===== src/rtl/jobctl_pkg.sv =====
`timescale 1ns/1ps
package jobctl_pkg;
    typedef enum logic [3:0] {
        A_SYS    = 4'd0,
        A_CMD    = 4'd1,
        A_STAT   = 4'd2,
        A_IEN    = 4'd3,
        A_LEN_LO = 4'd4,
        A_LEN_HI = 4'd5,
        A_CNT_LO = 4'd6,
        A_CNT_HI = 4'd7
    } reg_addr_e;

    localparam int CMD_INIT  = 0;
    localparam int CMD_RUN   = 1;
    localparam int CMD_CTX   = 2;
    localparam int CMD_PAUSE = 3;
    localparam int IEN_MHALT = 7;
    localparam int N_SRC     = 4;

    typedef struct packed {
        logic jc;
        logic jp;
        logic rc;
        logic init;
        logic mk;
    } seq_t;

    typedef struct packed {
        logic js;
        logic ds;
        logic ms;
        logic sc;
        logic ps;
        logic [N_SRC-1:0] en;
        logic mh;
    } stat_t;
endpackage


===== src/rtl/jobctl_seq.sv =====
`timescale 1ns/1ps
module jobctl_seq
    import jobctl_pkg::*;
(
    input  logic       clk_i,
    input  logic       rst_ni,
    input  logic       soft_rst_i,
    input  logic       cmd_wr_i,
    input  logic [3:0] cmd_i,
    input  logic       reach_i,
    input  logic       marker_i,
    input  logic       mhalt_i,
    output logic       run_o,
    output logic       jc_o,
    output logic       jp_o,
    output logic       rc_o,
    output logic       init_o,
    output logic       start_o,
    output logic       end_o,
    output logic       pause_o
);
    seq_t q, d;

    always_comb begin
        d       = q;
        d.init  = 1'b0;
        start_o = 1'b0;
        end_o   = 1'b0;
        pause_o = 1'b0;
        if (cmd_wr_i) begin
            d.jp   = cmd_i[CMD_PAUSE];
            d.rc   = cmd_i[CMD_CTX];
            d.init = cmd_i[CMD_INIT];
            if (cmd_i[CMD_RUN] && !q.jc) begin
                d.jc    = 1'b1;
                d.mk    = 1'b0;
                start_o = 1'b1;
            end else if (!cmd_i[CMD_RUN]) begin
                d.jc = 1'b0;
            end
        end else if (reach_i) begin
            d.jc = 1'b0;
            if (q.jp) pause_o = 1'b1;
            else      end_o   = 1'b1;
        end
        if (marker_i && q.jc && mhalt_i) d.mk = 1'b1;
        if (!mhalt_i || !d.jc)           d.mk = 1'b0;
        if (soft_rst_i) begin
            d       = '0;
            start_o = 1'b0;
            end_o   = 1'b0;
            pause_o = 1'b0;
        end
    end

    always_ff @(posedge clk_i or negedge rst_ni) begin
        if (!rst_ni) q <= '0;
        else         q <= d;
    end

    assign run_o  = q.jc && !q.mk;
    assign jc_o   = q.jc;
    assign jp_o   = q.jp;
    assign rc_o   = q.rc;
    assign init_o = q.init;


    start_runs_chk: assert property (@(posedge clk_i) disable iff (!rst_ni)
        cmd_wr_i && cmd_i[CMD_RUN] && !q.jc && !soft_rst_i |=> run_o);

    count_stop_chk: assert property (@(posedge clk_i) disable iff (!rst_ni)
        reach_i && !cmd_wr_i && !soft_rst_i |=> !q.jc);

    marker_halt_chk: assert property (@(posedge clk_i) disable iff (!rst_ni)
        marker_i && run_o && mhalt_i && !soft_rst_i |=> !run_o);
endmodule


===== src/rtl/jobctl_stat.sv =====
`timescale 1ns/1ps
module jobctl_stat
    import jobctl_pkg::*;
(
    input  logic             clk_i,
    input  logic             rst_ni,
    input  logic             soft_rst_i,
    input  logic             stat_wr_i,
    input  logic [4:0]       clr_i,
    input  logic             ien_wr_i,
    input  logic [N_SRC:0]   ien_i,
    input  logic             start_i,
    input  logic             end_i,
    input  logic             pause_i,
    input  logic             rdy_i,
    input  logic             marker_i,
    input  logic             ovf_i,
    output logic [4:0]       flags_o,
    output logic [N_SRC-1:0] en_o,
    output logic             mh_o,
    output logic             irq_o
);
    stat_t q, d;
    logic [N_SRC-1:0] src;

    always_comb begin
        d = q;
        if (stat_wr_i) begin
            if (clr_i[0]) d.js = 1'b0;
            if (clr_i[1]) d.ds = 1'b0;
            if (clr_i[2]) d.ms = 1'b0;
            if (clr_i[3]) d.sc = 1'b0;
            if (clr_i[4]) d.ps = 1'b0;
        end
        if (start_i) begin
            d.js = 1'b0;
            d.ps = 1'b0;
        end
        if (end_i) begin
            d.js = 1'b1;
            d.ps = 1'b0;
        end
        if (pause_i)  d.ps = 1'b1;
        if (rdy_i)    d.ds = 1'b1;
        if (marker_i) d.ms = 1'b1;
        if (ovf_i)    d.sc = 1'b1;
        if (ien_wr_i) begin
            d.en = ien_i[N_SRC-1:0];
            d.mh = ien_i[N_SRC];
        end
        if (soft_rst_i) d = '0;
    end

    always_ff @(posedge clk_i or negedge rst_ni) begin
        if (!rst_ni) q <= '0;
        else         q <= d;
    end

    assign src     = {q.sc, q.ms, q.ds, q.js | q.ps};
    assign irq_o   = |(src & q.en);
    assign flags_o = {q.ps, q.sc, q.ms, q.ds, q.js};
    assign en_o    = q.en;
    assign mh_o    = q.mh;


    done_clear_chk: assert property (@(posedge clk_i) disable iff (!rst_ni)
        stat_wr_i && clr_i[0] && !end_i && !soft_rst_i |=> !q.js);

    ready_set_chk: assert property (@(posedge clk_i) disable iff (!rst_ni)
        rdy_i && !soft_rst_i |=> q.ds);

    pause_flag_chk: assert property (@(posedge clk_i) disable iff (!rst_ni)
        pause_i && !soft_rst_i |=> q.ps && !q.js);

    ovf_flag_chk: assert property (@(posedge clk_i) disable iff (!rst_ni)
        ovf_i && !soft_rst_i |=> q.sc);
endmodule


===== src/rtl/jobctl_linecnt.sv =====
`timescale 1ns/1ps
module jobctl_linecnt #(
    parameter int DATA_W = 8
) (
    input  logic                clk_i,
    input  logic                rst_ni,
    input  logic                soft_rst_i,
    input  logic                wr_lo_i,
    input  logic                wr_hi_i,
    input  logic [DATA_W-1:0]   wdata_i,
    input  logic                busy_i,
    input  logic                start_i,
    input  logic                count_en_i,
    output logic [2*DATA_W-1:0] lset_o,
    output logic [2*DATA_W-1:0] cnt_o,
    output logic                reach_o
);
    localparam int LINE_W = 2 * DATA_W;
    localparam logic [LINE_W-1:0] LMAX = '1;

    typedef struct packed {
        logic [LINE_W-1:0] lset;
        logic [LINE_W-1:0] cnt;
        logic [DATA_W-1:0] stage;
        logic              arm;
    } lc_t;

    localparam lc_t LC_RST = '{lset: LMAX, cnt: '0, stage: '0, arm: 1'b1};

    lc_t q, d;
    logic [LINE_W-1:0] cand;
    logic [LINE_W:0]   nxt;
    logic              take;

    always_comb begin
        d       = q;
        cand    = {wdata_i, q.stage};
        nxt     = {1'b0, q.cnt} + 1'b1;
        take    = wr_hi_i && (cand != '0) && (!busy_i || cand == LMAX || q.arm);
        reach_o = count_en_i && (nxt >= {1'b0, q.lset});
        if (start_i)         d.cnt = '0;
        else if (count_en_i) d.cnt = nxt[LINE_W-1:0];
        if (wr_lo_i) d.stage = wdata_i;
        if (take) begin
            d.lset = cand;
            d.arm  = (cand == LMAX);
        end
        if (soft_rst_i) begin
            d       = LC_RST;
            reach_o = 1'b0;
        end
    end

    always_ff @(posedge clk_i or negedge rst_ni) begin
        if (!rst_ni) q <= LC_RST;
        else         q <= d;
    end

    assign lset_o = q.lset;
    assign cnt_o  = q.cnt;


    lset_nonzero_chk: assert property (@(posedge clk_i) disable iff (!rst_ni)
        q.lset != '0);

    rewrite_guard_chk: assert property (@(posedge clk_i) disable iff (!rst_ni)
        wr_hi_i && busy_i && !q.arm && ({wdata_i, q.stage} != LMAX) |=> $stable(q.lset));

    idle_count_chk: assert property (@(posedge clk_i) disable iff (!rst_ni)
        !count_en_i && !start_i && !soft_rst_i |=> $stable(q.cnt));
endmodule


===== src/rtl/jobctl_regs.sv =====
`timescale 1ns/1ps
module jobctl_regs
    import jobctl_pkg::*;
#(
    parameter int ADDR_W = 4,
    parameter int DATA_W = 8
) (
    input  logic              clk_i,
    input  logic              rst_ni,
    input  logic              wr_en_i,
    input  logic [ADDR_W-1:0] addr_i,
    input  logic [DATA_W-1:0] wdata_i,
    output logic [DATA_W-1:0] rdata_o,
    input  logic              line_done_i,
    input  logic              marker_i,
    input  logic              data_rdy_i,
    input  logic              ovf_i,
    output logic              run_o,
    output logic              init_o,
    output logic              ctx_acc_o,
    output logic              irq_o
);
    localparam int LINE_W = 2 * DATA_W;

    logic wr_sys, wr_cmd, wr_stat, wr_ien, wr_lo, wr_hi;
    logic soft_rst, mh_eff;
    logic jc, jp, start_p, end_p, pause_p, reach;
    logic [4:0]       flags;
    logic [N_SRC-1:0] en;
    logic             mh;
    logic [LINE_W-1:0] lset, cnt;

    assign wr_sys   = wr_en_i && (addr_i == ADDR_W'(A_SYS));
    assign wr_cmd   = wr_en_i && (addr_i == ADDR_W'(A_CMD));
    assign wr_stat  = wr_en_i && (addr_i == ADDR_W'(A_STAT));
    assign wr_ien   = wr_en_i && (addr_i == ADDR_W'(A_IEN));
    assign wr_lo    = wr_en_i && (addr_i == ADDR_W'(A_LEN_LO));
    assign wr_hi    = wr_en_i && (addr_i == ADDR_W'(A_LEN_HI));
    assign soft_rst = wr_sys && wdata_i[0];
    assign mh_eff   = wr_ien ? wdata_i[IEN_MHALT] : mh;

    jobctl_seq u_seq (
        .clk_i      (clk_i),
        .rst_ni     (rst_ni),
        .soft_rst_i (soft_rst),
        .cmd_wr_i   (wr_cmd),
        .cmd_i      (wdata_i[3:0]),
        .reach_i    (reach),
        .marker_i   (marker_i),
        .mhalt_i    (mh_eff),
        .run_o      (run_o),
        .jc_o       (jc),
        .jp_o       (jp),
        .rc_o       (ctx_acc_o),
        .init_o     (init_o),
        .start_o    (start_p),
        .end_o      (end_p),
        .pause_o    (pause_p)
    );

    jobctl_stat u_stat (
        .clk_i      (clk_i),
        .rst_ni     (rst_ni),
        .soft_rst_i (soft_rst),
        .stat_wr_i  (wr_stat),
        .clr_i      ({wdata_i[5:4], wdata_i[2:0]}),
        .ien_wr_i   (wr_ien),
        .ien_i      ({wdata_i[IEN_MHALT], wdata_i[N_SRC-1:0]}),
        .start_i    (start_p),
        .end_i      (end_p),
        .pause_i    (pause_p),
        .rdy_i      (data_rdy_i),
        .marker_i   (marker_i),
        .ovf_i      (ovf_i),
        .flags_o    (flags),
        .en_o       (en),
        .mh_o       (mh),
        .irq_o      (irq_o)
    );

    jobctl_linecnt #(.DATA_W(DATA_W)) u_cnt (
        .clk_i      (clk_i),
        .rst_ni     (rst_ni),
        .soft_rst_i (soft_rst),
        .wr_lo_i    (wr_lo),
        .wr_hi_i    (wr_hi),
        .wdata_i    (wdata_i),
        .busy_i     (jc),
        .start_i    (start_p),
        .count_en_i (line_done_i && run_o),
        .lset_o     (lset),
        .cnt_o      (cnt),
        .reach_o    (reach)
    );

    always_comb begin
        rdata_o = '0;
        case (addr_i)
            ADDR_W'(A_CMD): begin
                rdata_o[CMD_RUN]   = jc;
                rdata_o[CMD_CTX]   = ctx_acc_o;
                rdata_o[CMD_PAUSE] = jp;
            end
            ADDR_W'(A_STAT):   rdata_o[5:0] = {flags[4:3], irq_o, flags[2:0]};
            ADDR_W'(A_IEN): begin
                rdata_o[N_SRC-1:0] = en;
                rdata_o[IEN_MHALT] = mh;
            end
            ADDR_W'(A_LEN_LO): rdata_o = lset[DATA_W-1:0];
            ADDR_W'(A_LEN_HI): rdata_o = lset[LINE_W-1:DATA_W];
            ADDR_W'(A_CNT_LO): rdata_o = cnt[DATA_W-1:0];
            ADDR_W'(A_CNT_HI): rdata_o = cnt[LINE_W-1:DATA_W];
            default:           rdata_o = '0;
        endcase
    end


    irq_source_chk: assert property (@(posedge clk_i) disable iff (!rst_ni)
        irq_o |-> (|flags));

    ovf_keeps_run_chk: assert property (@(posedge clk_i) disable iff (!rst_ni)
        ovf_i && run_o && !wr_en_i && !line_done_i && !marker_i |=> run_o);
endmodule


===== config.mk =====
export PLATFORM = sky130hd
export DESIGN_NAME = jobctl_regs
export DESIGN_NICKNAME = d
export VERILOG_FILES = /design/src/rtl/jobctl_pkg.sv /design/src/rtl/jobctl_seq.sv /design/src/rtl/jobctl_stat.sv /design/src/rtl/jobctl_linecnt.sv /design/src/rtl/jobctl_regs.sv
export SDC_FILE = /design/constraint.sdc
export NUM_CORES = 1
export LEC_CHECK = 0
export BUFFER_PORTS_ARGS = -buffer_cell sky130_fd_sc_hd__buf_4
export CAP_MARGIN = 20
export CORE_MARGIN = 2
export CORE_UTILIZATION = 50
export DETAILED_ROUTE_END_ITERATION = 7
export PLACE_DENSITY = 0.67
export SLEW_MARGIN = 30
export SYNTH_ARGS = -nofsm -noshare
export SYNTH_HDL_FRONTEND = slang
export SYNTH_SLANG_ARGS = --single-unit

===== constraint.sdc =====
create_clock -name clk_i -period 3.9 [get_ports clk_i]
set_input_delay 0.78 -clock clk_i [delete_from_list [all_inputs] [get_ports clk_i]]
set_output_delay 0.78 -clock clk_i [all_outputs]
set_load 0.005 [all_outputs]

==> metrics.txt, run 1 <==
status completed; Ports 31; Final ANT Viol Nets 0; Setup Viol. Count Final 0; routability cong. 0.882; yosys warns 0; share of the synthesized area in the top cell type 26.7%; hold buffer count at CTS 0; via count 2934; post-synthesis net count 413; first-pass GRT wire length 15900 µm; Syn Inst Count 377; Die Y 89.5 µm; ys flop type dfrtp_1; CP max stage delay 480 ps; syn avg cell area 9.70 µm²; dpl hpwl 7190 µm; Setup Fix Bufs, Post-CTS 0; CTS-repair resized insts 0; clk root buf clkbuf_8; CP bufs+invs 0; initial core utilization 51.0%; Synth async-reset ratio 100%; Core Rows 31; antenna violations before repair 0; gr ovfl total 0; post-route clock period utilization 76.8%; DIE WIDTH 89.5 µm; P_leak 0.00201 µW; Req. time, crit path 4120 ps; crit path max fanout 8; number of global-route vias before repair 2800; fmax 334 MHz; Total GRT Usage 27.0%; r2r setup slk 900 ps; Worst Path Arrival 3220 ps; Sum Neg Setup Slack 0 ps; Post-Route WL 9770 µm; Yosys reg bits 56; worst relative slew slack 50.2%; Clock Sinks 56; Final nets 434; max-cap violations 0; count of cell types in the netlist 63; CP most frequent cell ha_1; Yosys top cell by area dfrtp_1; post-layout min period 3000 ps; Cell Chain, Critical Path ha_1 > and3_1 > and4_4 > nand3_1 > xnor2_1 > ha_1 > nand4_1 > nor2_1 > o31ai_1 > nand2_1 > o21ai_2 > mux2_2; Initial DRC Count 206; drt via density 5.89; Critical-path top delay cell dfrtp_1; Layout area overhead 9.78%; drt wl/cell 19.6 µm; design area 4020 µm²; Max Transition Viols Final 0; Worst setup EP type flip-flop; Fin. Hold Viols 0; latest clock arrival within the worst-skew pair 320 ps; fraction of layout cells with a size suffix above 1 21.1%; number of enable flip-flop cells after synthesis 0; WS Path Type flip-flop to flip-flop; Core Util, Final 56.0%; clock transition at the registers of the reported paths 110 ps; CTS H-tree lvls 2; largest cells by area after synthesis dfrtp_1, dfstp_2, mux2i_1, ha_1, nand2_1; VDD IR max 0.249 mV; number of diodes 0; Worst-Margin Slew 744 ps; CTS buffer count 5; core area 7180 µm²; Die ar. 8020 µm²; DP Area 3900 µm²; TritonCTS clock tree yes; cell area after synthesis 3660 µm²; largest net degree at the start of global routing 57; PortBufs 30; RSZ-0062 raised after global routing no; Crit path max-delay family simple AND/OR/NAND/NOR gates; clock skew 9.63 ps; CTS Buffer Depth 2; Pre-Repair DR Iteration Count 5; final worst slack 904 ps; Seq/Total Area, Yosys 38.9%; # DRC 0; class of the worst hold path input port to async pin; power per cell area 454 nW/µm²; crit path launch type flip-flop; Post-Place Worst Slack 932 ps; final total power 1820 µW
## placed cells by master (no fill, tap or decap), types with 3 or more instances in the layout
cell type,n
nand3_1,8
dfstp_2,17
ha_1,17
o21ai_1,3
nand2_1,44
o21ai_0,7
and3_1,7
nand2b_1,4
mux2_2,4
clkbuf_8,5
o31ai_1,4
xor2_1,11
and4_4,3
nor2_1,44
a22o_1,7
inv_1,18
a31oi_1,3
dfrtp_1,39
mux2i_1,30
mux4_2,5
nor4_1,4
and2_1,4
buf_4,32
xnor2_1,9
o211ai_1,3
a21oi_1,18
nand4_1,9
## routing by layer
layer	vias up	global-route usage [%]	share of wire (%)
li1	1378	-	-
met5	-	0	0
met1	1432	41.2	47
met4	0	8.01	2.2
met2	107	40.2	46
met3	17	3.32	4.4
## Yosys cell counts, types with 4 or more instances
cell	count
buf_4	4
mux4_2	5
buf_2	6
o21ai_0	7
xnor2_1	9
nand2_1	44
mux2_2	4
nand4_1	9
xor2_1	11
a22o_1	7
nor4_1	4
o31ai_1	4
nand2b_1	4
dfstp_2	17
ha_1	17
inv_1	18
and3_1	7
nor2_1	44
nand3_1	8
dfrtp_1	39
and2_1	4
a21oi_1	18
mux2i_1	30
## report_power, final
group | internal, µW | switching [µW] | total [µW]
Sequential | 746 | 158 | 904
Combinational | 245 | 268 | 513
Clock | 194 | 212 | 406
Total | 1180 | 638 | 1820
## cell type report
type	instances	area, µm²
clock buffers	5	68.8
inverters	18	67.6
clock inverters	3	46.3
multi-input cells	285	2050
flip-flops and latches	56	1420
well taps	99	124
repair buffers	32	240
fillers	665	3160
## registers in the layout, summed over array words and instances (netlist names), 4 cells and up
| signal | cells |
|---|---|
| u_cnt.cand | 8 |
| u_cnt.cnt_o | 16 |
| u_cnt.lset_o | 16 |
| u_stat.en_o | 4 |
| u_stat.flags_o | 5 |
## through the flow
stage	instances	hold slack (ps)
after global routing	498	555
final	498	509
after floorplan	377	475
after CTS	498	522
after detailed placement	490	506
after global placement	490	491
## worst reg2reg max path: cells and delay by family, from the launching register on
kind                       cells  cell delay, ps
AOI/OAI and AO/OA              2             330
muxes                          1             340
and+or+nand+nor                6            1050
xor gates and xnor gates       1             150
adders and majority gates      2             550
DFF                            1             480
## cell families after synthesis
logic type               Yosys count  share of synthesized area (%)
AND/OR/NAND/NOR                  148                           20.8
AO/OA/AOI/OAI                     60                           11.4
flip-flops                        56                           38.9
multiplexers                      39                           12.5
buffers and inverters             36                           5.37
XOR/XNOR                          21                           5.23
adder cells (fa/ha/maj)           17                           5.81
## path summary, 6_finish.rpt
check / start / end / depth (start not counted)
worst max-delay path: u_cnt.cnt_o[0]$_DFFE_PN0P_ / u_stat.flags_o[4]$_DFFE_PN0P_ / 12
worst min-delay path: rst_ni / u_cnt.cnt_o[1]$_DFFE_PN0P_ / 1
max in group asynchronous: rst_ni / u_cnt.cnt_o[9]$_DFFE_PN0P_ / 1
min in group clk_i: u_cnt.lset_o[9]$_DFFE_PN1P_ / u_cnt.lset_o[9]$_DFFE_PN1P_ / 2
worst min register to register: u_cnt.lset_o[9]$_DFFE_PN1P_ / u_cnt.lset_o[9]$_DFFE_PN1P_ / 2
worst max register to register: u_cnt.cnt_o[0]$_DFFE_PN0P_ / u_stat.flags_o[4]$_DFFE_PN0P_ / 12
No activity file was read; power rests on OpenSTA's default activity.
==> run 2: changes to the inputs <==
--- a/config.mk
+++ b/config.mk
@@ -10,7 +10,7 @@
 export CORE_MARGIN = 2
 export CORE_UTILIZATION = 50
 export DETAILED_ROUTE_END_ITERATION = 7
-export PLACE_DENSITY = 0.67
+export PLACE_DENSITY = 0.69
 export SLEW_MARGIN = 30
 export SYNTH_ARGS = -nofsm -noshare
 export SYNTH_HDL_FRONTEND = slang
==> constraint.sdc (replaced) <==
create_clock -name clk_i -period 2.45 [get_ports clk_i]
set_input_delay 0.49 -clock clk_i [delete_from_list [all_inputs] [get_ports clk_i]]
set_output_delay 0.49 -clock clk_i [all_outputs]
set_load 0.005 [all_outputs]
==> run 2 against run 1 <==
Net effect: the flow now finishes with violations (setup timing); register-to-register slack got worse by 1100 ps; core utilization increased by 6.1 points; sequential cell count stayed put; largest cell class unchanged; largest power group unchanged.
==> metrics.txt, run 2 (same netlist as run 1, synthesis figures left out) <==
status complete, but fails checks; violated checks setup timing; Seq. cell area 1420 µm² (unchanged); initial core utilization 51.0% (unchanged); Reg2Reg Capture Point u_stat.flags_o[4]$_DFFE_PN0P_; TritonCTS clock tree yes; fraction of layout cells with a size suffix above 1 32.6% (+12 points); CTS buffer count 5 (unchanged); multi-input logic area 2130 µm² (+4.2%); Core Util, Final 62.0% (+6.1 points); max-cap violations 0 (unchanged); Final nets 477 (+9.9%); number of global-route vias before repair 3060 (+9.3%); sequential power share 44.5% (-5.1 points); crit path launch type flip-flop; drt via density 5.75 (-2.3%); P_leak 0.00227 µW (+13%); Clock power frac 23.6% (+1.3 points); Die Y 89.5 µm (unchanged); Reg2Reg Depth 12 (unchanged); CTS H-tree lvls 2 (unchanged); VDD IR max 0.426 mV (+71%); power per cell area 702 nW/µm² (+55%); design area 4450 µm² (+11%); final total power 3120 µW (+71%); Filler cells 610 (-8.3%); WS Path Type flip-flop to flip-flop; DIE WIDTH 89.5 µm (unchanged); Setup Viol. Count Final 4 (+4); Worst setup EP type flip-flop; Fin. Hold Viols 0 (unchanged); Max Transition Viols Final 0 (unchanged); DR top layer met4; Clock Sinks 56 (unchanged); gr ovfl total 0 (unchanged); placed cells 523 (+6.7%); Worst-Margin Slew 717 ps (-26.7 ps); fmax 373 MHz (+12%); Ports 31 (unchanged); clock transition at the registers of the reported paths 110 ps (about the same); commonest non-fill, non-tap cell in the layout buf_4; clk root buf clkbuf_8; DR WL met2 4840 µm (+7.7%); final worst slack -230 ps (-1130 ps); RSZ-0062 raised after global routing yes; Net Sw Frac 33.5% (-1.5 points); first-pass GRT wire length 16300 µm (+2.5%); worst reg2reg startpoint u_cnt.cnt_o[3]$_DFFE_PN0P_; CP startpoint u_cnt.cnt_o[3]$_DFFE_PN0P_; CTS Buffer Depth 2 (unchanged); met3 WL 526 µm (+23%); Die ar. 8020 µm² (unchanged); class of the worst hold path input port to async pin; Comb pwr share 31.9% (+3.8 points); drt wl/cell 18.9 µm (-3.9%); antenna violations before repair 0 (unchanged); crit path max fanout 4 (-4); number of diodes 0 (unchanged); Final ANT Viol Nets 0 (unchanged); Initial DRC Count 201 (-2.4%); Layout area overhead 21.6%; largest net degree at the start of global routing 57 (unchanged); Pre-Repair DR Iteration Count 4 (-1); wl on met1 4630 µm (-0.13%); clock skew 11.5 ps (+1.82 ps); worst relative slew slack 52.0% (+1.8 points); hold_ws 223 ps (-286 ps); r2r setup slk -230 ps (-1130 ps); Core Rows 31 (unchanged); via count 3113 (+6.1%); Worst Path Arrival 2890 ps (-330 ps); PortBufs 30 (unchanged); Post-Route WL 10200 µm (+4.4%); core area 7180 µm² (unchanged); Req. time, crit path 2660 ps (-1460 ps); post-layout min period 2680 ps (-316 ps); most frequent cells in the layout buf_4, nand2_1, nor2_1; routability cong. 0.955 (+8.2%); DP Area 4160 µm² (+6.5%); post-route clock period utilization 109% (+33 points); crit path to u_stat.flags_o[4]$_DFFE_PN0P_; Int Power 2080 µW (+76%); latest clock arrival within the worst-skew pair 320 ps (about the same); Non-Filler Instances 541 (+8.6%); Psw 1050 µW (+64%); Total GRT Usage 27.4% (+0.32 points); # DRC 0 (unchanged); dpl hpwl 7490 µm (+4.2%)
run 2: worst min path at each step:
| stage | start | end | slack (ps) | cells after the start |
|---|---|---|---|---|
| 6_report | rst_ni | u_seq.init_o$_DFF_PN0_ | 220 | 1 |
| 5_1_grt | rst_ni | u_seq.init_o$_DFF_PN0_ | 270 | 1 |
| 4_1_cts | rst_ni | u_cnt.cnt_o[2]$_DFFE_PN0P_ | 250 | 1 |
| 3_5_place_dp | u_cnt.lset_o[9]$_DFFE_PN1P_ | u_cnt.lset_o[9]$_DFFE_PN1P_ | 500 | 2 |
| 3_3_place_gp | u_cnt.lset_o[9]$_DFFE_PN1P_ | u_cnt.lset_o[9]$_DFFE_PN1P_ | 490 | 2 |
| 2_1_floorplan | rst_ni | u_cnt.cand[0]$_DFFE_PN0P_ | 190 | 0 |
run 2: power groups by stage:
stage	clock network (µW)	logic, µW	registers, µW
2_1_floorplan	0	597	1330
3_3_place_gp	0	925	1390
3_5_place_dp	0	938	1400
4_1_cts	752	968	1390
5_1_grt	791	1110	1410
6_report	738	996	1390
run 2: metal layers:
metal,global-route usage [%],vias up
met2,44.7,96
met5,0,-
li1,-,1463
met4,7.46,0
met1,38.2,1539
met3,3.69,15
run 2: final cells by class:
cell class | count | share of cell area (%)
Multi-Input combinational cell | 285 | 47.9
Sequential cell | 56 | 32.0
Timing Repair Buffer | 75 | 12.7
Tap cell | 99 | 2.78
Clock buffer | 5 | 1.55
Clock inverter | 3 | 1.55
Inverter | 18 | 1.52
run 2: timing repair:
| item | CTS | global route |
|---|---|---|
| hold buffers | 0 | 0 |
| setup buffers | 14 | 0 |
| cloned | 0 | 0 |
| endpoints found under the setup margin | 4 | 5 |
| gates resized for setup | 9 | 9 |
| hold endpoints to repair | 0 | 0 |
| pin swaps | 11 | 9 |
run 2: stage by stage:
stage	TNS (ps)	worst slack, ps
2_1_floorplan	-369	-202
3_3_place_gp	-399	-222
3_5_place_dp	-663	-299
4_1_cts	-638	-212
5_1_grt	-1190	-378
6_report	-621	-230
run 2: critical path: stages, from the launching register on:
cell,delay [ps]
dfrtp_1,380
and3_4,200
and3_4,210
and4_4,230
nand3_2,100
xnor2_2,160
ha_1,290
nand4_1,100
buf_4,160
a311oi_2,200
buf_4,160
o21ai_2,70
mux2_4,300
